### config.mk
export PLATFORM = sky130hd
export DESIGN_NAME = tx_irq_status
export DESIGN_NICKNAME = d
export VERILOG_FILES = /design/src/rtl/txirq_pkg.sv /design/src/rtl/txirq_edge.sv /design/src/rtl/txirq_latch.sv /design/src/rtl/txirq_compose.sv /design/src/rtl/tx_irq_status.sv
export SDC_FILE = /design/constraint.sdc
export NUM_CORES = 1
export LEC_CHECK = 0
export ABC_AREA = 1
export CAP_MARGIN = 25
export CORE_AREA = 5 5 45 47
export CTS_CLUSTER_SIZE = 10
export DETAILED_ROUTE_END_ITERATION = 6
export DIE_AREA = 0 0 50 52
export PLACE_DENSITY_LB_ADDON = 0.2
export SLEW_MARGIN = 20
export SYNTH_ARGS = -nofsm -noshare
export SYNTH_HDL_FRONTEND = slang
export SYNTH_SLANG_ARGS = --single-unit
### constraint.sdc
create_clock -name clk -period 1.7 [get_ports clk]
set_input_delay 0.17 -clock clk [delete_from_list [all_inputs] [get_ports clk]]
set_output_delay 0.17 -clock clk [all_outputs]
set_load 0.02 [all_outputs]
### src/rtl/txirq_pkg.sv
// Package: shared widths and bit positions of the status byte.
// Assumes an 8-bit byte with five live positions.
package txirq_pkg;
    localparam int REG_W      = 8;
    localparam int POS_ERR    = 7;
    localparam int POS_AFULL  = 6;
    localparam int POS_AEMPTY = 5;
    localparam int POS_EXT    = 3;
    localparam int POS_DONE   = 2;
    localparam logic [REG_W-1:0] LIVE_MASK =
        (REG_W'(1) << POS_ERR) | (REG_W'(1) << POS_AFULL) |
        (REG_W'(1) << POS_AEMPTY) | (REG_W'(1) << POS_EXT) |
        (REG_W'(1) << POS_DONE);
endpackage

### src/rtl/txirq_edge.sv
// Rising-edge detector, one per bit. It registers each level and flags
// a 0-to-1 change. Assumes the levels are synchronous to clk. The
// history resets to 0.
module txirq_edge #(
    parameter int W = 8
) (
    input  logic         clk,
    input  logic         rst_n,
    input  logic [W-1:0] level_i,
    output logic [W-1:0] rise_o
);
    logic [W-1:0] prev_q;

    for (genvar i = 0; i < W; i++) begin : g_bit
        // Keep last cycle's level of this bit.
        always_ff @(posedge clk) begin
            if (!rst_n) prev_q[i] <= 1'b0;
            else        prev_q[i] <= level_i[i];
        end
        // Flag a fresh rise of this bit.
        always_comb rise_o[i] = level_i[i] & ~prev_q[i];
    end
endmodule

### src/rtl/txirq_latch.sv
// Latch bank for enabled bits. A rise on an enabled bit sets it. A read
// clears it, but a set in the same cycle wins. A bit that is not enabled
// is held at 0, so any stale state is dropped when it is disabled.
module txirq_latch #(
    parameter int W = 8
) (
    input  logic         clk,
    input  logic         rst_n,
    input  logic [W-1:0] rise_i,
    input  logic [W-1:0] en_i,
    input  logic         rd_i,
    output logic [W-1:0] lat_o
);
    logic [W-1:0] lat_q;

    for (genvar i = 0; i < W; i++) begin : g_bit
        // Set on an enabled rise, clear on a read, drop when disabled.
        always_ff @(posedge clk) begin
            if (!rst_n)       lat_q[i] <= 1'b0;
            else if (!en_i[i]) lat_q[i] <= 1'b0;
            else              lat_q[i] <= rise_i[i] | (lat_q[i] & ~rd_i);
        end
    end

    assign lat_o = lat_q;


    rd_clears_chk: assert property (@(posedge clk) disable iff (!rst_n)
        (rd_i && ((rise_i & en_i) == '0)) |=> (lat_q == '0));


    set_wins_chk: assert property (@(posedge clk) disable iff (!rst_n)
        ((rise_i & en_i) != '0) |=>
            ((lat_q & $past(rise_i & en_i)) == $past(rise_i & en_i)));
endmodule

### src/rtl/txirq_compose.sv
// Builds the status byte and the request. An enabled bit shows its
// latch and a disabled bit shows its live level. Reserved bits read 0.
module txirq_compose
    import txirq_pkg::*;
#(
    parameter int W = REG_W
) (
    input  logic [W-1:0] level_i,
    input  logic [W-1:0] lat_i,
    input  logic [W-1:0] en_i,
    output logic [W-1:0] rd_data_o,
    output logic         irq_n_o
);
    // Pick latch or live level per bit, then mask out the reserved bits.
    always_comb begin
        for (int i = 0; i < W; i++)
            rd_data_o[i] = (en_i[i] ? lat_i[i] : level_i[i]) & LIVE_MASK[i];
    end

    // Request is active while any enabled bit is latched.
    always_comb irq_n_o = ~|(lat_i & en_i & LIVE_MASK);
endmodule

### src/rtl/tx_irq_status.sv
// Top: maskable, read-cleared interrupt status byte for a transmit path.
// Assumes all event inputs and strobes are synchronous to clk and that
// rd_stb lasts one cycle for each read.
module tx_irq_status
    import txirq_pkg::*;
(
    input  logic             clk,
    input  logic             rst_n,
    input  logic             fifo_err,
    input  logic             fifo_afull,
    input  logic             fifo_aempty,
    input  logic             ext_evt,
    input  logic             pkt_done,
    input  logic             en_wr,
    input  logic [REG_W-1:0] en_wdata,
    input  logic             rd_stb,
    output logic [REG_W-1:0] rd_data,
    output logic             irq_n
);
    logic [REG_W-1:0] level;
    logic [REG_W-1:0] rise;
    logic [REG_W-1:0] en_q;
    logic [REG_W-1:0] lat;

    // Place each source at its bit position.
    always_comb begin
        level             = '0;
        level[POS_ERR]    = fifo_err;
        level[POS_AFULL]  = fifo_afull;
        level[POS_AEMPTY] = fifo_aempty;
        level[POS_EXT]    = ext_evt;
        level[POS_DONE]   = pkt_done;
    end

    // Enable register; reserved positions are not stored.
    always_ff @(posedge clk) begin
        if (!rst_n)     en_q <= '0;
        else if (en_wr) en_q <= en_wdata & LIVE_MASK;
    end

    txirq_edge #(.W(REG_W)) u_edge (
        .clk(clk), .rst_n(rst_n), .level_i(level), .rise_o(rise)
    );

    txirq_latch #(.W(REG_W)) u_latch (
        .clk(clk), .rst_n(rst_n), .rise_i(rise), .en_i(en_q),
        .rd_i(rd_stb), .lat_o(lat)
    );

    txirq_compose #(.W(REG_W)) u_compose (
        .level_i(level), .lat_i(lat), .en_i(en_q),
        .rd_data_o(rd_data), .irq_n_o(irq_n)
    );


    irq_cause_chk: assert property (@(posedge clk) disable iff (!rst_n)
        $fell(irq_n) |-> $past((rise & en_q) != '0));


    irq_release_chk: assert property (@(posedge clk) disable iff (!rst_n)
        (rd_stb && ((rise & en_q) == '0)) |=> irq_n);


    rsvd_zero_chk: assert property (@(posedge clk) disable iff (!rst_n)
        (rd_data & ~LIVE_MASK) == '0);
endmodule

==> flow_summary.ini, run 1 <==
[cts]
cts_tree = done
clock_path_buffers = 2
cts_htree_levels = 1
cts_buffers = 3
clkTransAtPathRegs_ps = 90
clock_latency_ps = 280
ctsHoldBuffers = 0
cts-root-buf = clkbuf_4
clock_sinks = 15

[final_layout]
regArea_um2 = 300
final_cell_mix = 26 x nand2_1, 17 x inv_1, 15 x dfxtp_1
antenna_cells = 0
drive_gt1_share_pct = 4.46
fin_nets = 130
layout_commonest_cell = nand2_1
fin_area_um2 = 856
fillCellCount = 168
area_growth_pct = 37.1
multi_input_area_um2 = 234

[timing]
setup_violations = 0
fin_crit_ps = 1640
fin_crit_sh_pct = 96.5
slew-limit-headroom_pct = 64.6
tightest_slew_ps = 530
hold_viol = 0
skew_ps = 0.496
fmaxAchievable_mhz = 610
rsz0062_at_grt = false
final.setup.tns_ps = 0
drv_slew = 0

[critical_path]
end_kind = output pin
path_buf_inv = 3
worst_ep_required_time_ps = 1530
cp_cell_sequence = clkdlybuf4s50_1 > inv_1 > o21ai_0 > clkdlybuf4s50_1
cpPeakStageDelay_ps = 620
startpoint_type = input port
cpMostUsedCell = clkdlybuf4s50_1
cpLargestDelayFamily = buffers and inverters
crit_type = in -> out
crit_arrival_ps = 1470
critPathSlowestCell = clkdlybuf4s50_1
crit_fanout = 3

[route]
num_vias = 557
avgViaCountPerCell = 4.32
drtIter0Drc = 4
drtAntennaViolNets = 0
wl_um = 1260
post_drt_wl_per_cell_um = 9.73
drtPass1Iterations = 2
drt_drc_violations_left = 0

[global_routing]
antenna_found_initial = 0
grt_pass1_vias = 504
grt_max_degree = 16
overflow = 0
grt_pass1_wl_um = 2100
track_usage_pct = 10.7

[placement]
gp_congestion = 0.724
place_hpwl_um = 975
port_buffers = 19
dpl_cell_area_um2 = 817

[run_status]
status = finished, final reports clean

[logic_synthesis]
yosysSeqAreaShare_pct = 48.1
yosys_warnings = 0
synthDistinctLibCells = 12
syn-cell-area_um2 = 624
ys_ff_latch = 15
yosys.area.top_type = dfxtp_1
synth_area_per_cell_um2 = 6.94
synthCells = 90
synth_top_cell_area_share_pct = 48.1
yosys-top-cells-area = dfxtp_1 48%, nand2_1 16%, inv_1 10%

[die]
initial_core_util_pct = 38.7
io-pin-count = 26
die_area_um2 = 2600
core.rowCount = 15
core_area_um2 = 1610
die_h_um = 52
dieWidth_um = 50

[pwr]
cellPowerDensity_nw_per_um2 = 817
ir_drop_mv = 0.573
leakage_uw = 0.000456

[flow_run]
maxCapViolCount = 0

[min_path]
hold_class = reg -> reg
-- worst register-to-register path, stage by stage (launching register included) --
cell and delay, ps:
dfxtp_1 390, nand2_1 60, a21oi_1 140
-- through the flow --
step | std cells | total power [uW] | util, % | hold WS (ps) | setup slack [ps]
global placement | 125 | 505 | 50.6 | 443 | 35.3
detailed placement | 125 | 507 | 50.6 | 447 | 36.6
global route | 129 | 741 | 53.0 | 466 | 14.1
CTS | 129 | 715 | 52.2 | 453 | 17.4
finish | 129 | 699 | 53.0 | 461 | 59.5
floorplan | 92 | 448 | - | 268 | 712
-- logic make-up (layout without fill, tap and decap cells) --
| group | count (synthesis) | count (layout) | share of synthesized area (%) |
|---|---|---|---|
| buffers and inverters | 21 | 41 | 15.6 |
| AO/OA/AOI/OAI | 15 | 15 | 12.6 |
| flip-flops | 15 | 15 | 48.1 |
| other | 1 | 3 | 0.601 |
| AND/OR/NAND/NOR | 38 | 38 | 23.0 |
-- per-layer routing --
metal / wire, um / vias up / GRT usage [%] / part of all wire [%]
met3: 68 / 2 / 3.72 / 5.4
met1: 579 / 234 / 11.9 / 46
met5: 0 / - / 0 / 0
met4: 13 / 0 / 6.55 / 1.0
met2: 593 / 10 / 17.2 / 47
li1: - / 311 / - / -
-- Yosys cell counts --
master and count:
nand2_1 26, dfxtp_1 15, buf_4 3, nand3_1 1, a21oi_1 5, inv_1 17, o21ai_0 5, buf_6 1
nor2_1 11, conb_1 1, o21ai_1 4, o21ai_2 1
-- where the power goes --
part,total [uW],switching [uW],leakage (uW),internal (uW)
Clock,204,113,0.0000150,91.0
Sequential,380,11.5,0.000124,369
Combinational,115,56.7,0.000318,58.5
Total,699,181,0.000456,518
-- sequential cells by signal (all words and copies together), names as in the netlist --
signal         flops
en_q               5
u_edge.prev_q      5
u_latch.lat_o      5
-- repair_timing --
action                                  in CTS  in global routing
endpoints found under the setup margin       0                  5
setup buffers                                0                  0
resized for setup                            0                  5
-- worst paths after layout --
path	startpoint	endpoint	slack [ps]	cells past startpoint
min reg2reg	u_latch.lat_o[5]	u_latch.lat_o[5]	460	2
max	fifo_err	rd_data[7]	60	4
min	u_latch.lat_o[5]	u_latch.lat_o[5]	460	2
max reg2reg	en_q[3]	u_latch.lat_o[3]	1050	2
-- cell type report --
class,instances,area share (%)
Sequential cell,15,35.1
Multi-Input combinational cell,56,27.3
Timing Repair Buffer,20,24.6
Inverter,17,7.46
Clock buffer,4,3.07
Tap cell,17,2.49
Power figures use the tool's default switching activity.
==> inputs of run 2 (changes only) <==
- CORE_AREA: 5 5 45 47 -> 5 5 46 48
- DIE_AREA: 0 0 50 52 -> 0 0 51 53
- SETUP_SLACK_MARGIN: default -> 0.02
- clock period: 1.7 -> 1.6 ns (I/O delays scaled with it)
==> flow_summary.ini, run 2 (synthesis results as in run 1) <==
[pwr]
leakage_uw = 0.000444
p_int_uw = 553
sequentialPowerShare_pct = 54.2
power.share.clock_pct = 29.0
combPwrFrac_pct = 16.8
swShare_pct = 25.8
p_switching_uw = 192
ir_drop_mv = 0.432
total_power_uw = 745
cellPowerDensity_nw_per_um2 = 853

[timing]
setup_violations = 0
drv_slew = 0
fmaxAchievable_mhz = 722
hold_viol = 0
rsz0062_at_grt = false
whs_ps = 453
fin_crit_ps = 1390
final.setup.tns_ps = 0
skew_ps = 0.672
fin_crit_sh_pct = 86.6

[critical_path]
worst_ep_required_time_ps = 1440
crit_fanout = 4
startpoint_type = flop
rr_startpoint = en_q[2]
crit_start = en_q[2]
end_kind = output pin
crit_type = reg -> out
crit_arrival_ps = 1230

[placement]
dp_cells = 130
dpl_cell_area_um2 = 855
place_hpwl_um = 923
gp_congestion = 0.727
port_buffers = 19

[final_layout]
antenna_cells = 0
fin_nets = 135
drive_gt1_share_pct = 8.55
layout_commonest_cell = nand2_1
instances_no_fill = 134
final_cell_mix = 26 x nand2_1, 17 x inv_1, 15 x dfxtp_1
area_growth_pct = 39.9
fin_area_um2 = 873

[cts]
cts_htree_levels = 1
clock_sinks = 15
clkTransAtPathRegs_ps = 90
cts_tree = done
clock_latency_ps = 280
cts-root-buf = clkbuf_4
clock_path_buffers = 2
cts_buffers = 3

[route]
avgViaCountPerCell = 4.46
drtAntennaViolNets = 0
post_drt_wl_per_cell_um = 9.05
num_vias = 598
drtPass1Iterations = 4
wl_um = 1210
drt_drc_violations_left = 0
drtIter0Drc = 13

[die]
core.rowCount = 15
die_area_um2 = 2700
io-pin-count = 26
dieWidth_um = 51
initial_core_util_pct = 37.4
core_area_um2 = 1670
die_h_um = 53

[flow_run]
maxCapViolCount = 0

[global_routing]
grt_pass1_vias = 538
antenna_found_initial = 0
grt_max_degree = 16
grt_pass1_wl_um = 2100
overflow = 0
track_usage_pct = 10.5

[min_path]
min_from = en_wdata[3]
hold_class = in -> reg

[run_status]
status = finished, final reports clean
-- run 2: cell count changes in the layout (fill, tap and decap cells not counted) --
cell,delta
clkdlybuf4s50_1,-1
buf_4,+5
dlymetal6s2s_1,-5
dlygate4sd2_1,+6
-- run 2: final timing paths --
path	endpoint	slack, ps	cells past startpoint
worst max-delay path	irq_n	210	4
worst min-delay path	en_q[3]	450	3
worst max register to register	en_q[2]	980	2
worst min register to register	u_latch.lat_o[5]	460	2
-- run 2: repair_timing --
action,in CTS,in global routing
setup buffers,0,0
setup endpoints to repair,6,0
resized for setup,6,0
hold buffers,0,0
-- run 2: layout make-up --
| type | instances | area, um^2 |
|---|---|---|
| Inverter | 17 | 63.8 |
| Tap cell | 17 | 21.3 |
| Multi-Input combinational cell | 56 | 234 |
| Sequential cell | 15 | 300 |
| Timing Repair Buffer | 25 | 228 |
| Clock buffer | 4 | 26.3 |
| Fill cell | 173 | 797 |
-- run 2: stage by stage --
step                      util (%)  worst slack [ps]
after CTS                     52.3               185
after detailed placement      51.2             -19.5
after global placement        51.2             -18.4
after floorplan                  -               622
final                         52.3               215
after global routing          52.3              91.5
-- run 2: per-layer routing --
layer	wire, um	track usage (%)
met1	573	11.2
met2	503	17.4
met3	103	3.94
met4	33	6.73
met5	0	0
-- run 2: worst max-delay path: stages, from the launching register on --
cell and delay, ps:
dfxtp_1 350, nand2_1 80, nand3_1 80, nor2_1 90, dlygate4sd2_1 330
-- run 2: power groups by stage --
stage          clock network, uW  registers, uW  logic [uW]
6_report                     216            403         125
5_1_grt                      240            406         141
4_1_cts                      222            403         127
3_5_place_dp                   0            412         135
3_3_place_gp                   0            412         134
2_1_floorplan                  0            410        66.1
==> inputs of run 3 (changes only) <==
- CTS_CLUSTER_DIAMETER: default -> 50
- CTS_CLUSTER_SIZE: 10 -> 40
==> results of run 3 <==
Final layout, timing and power as in run 2 (identical DEF).
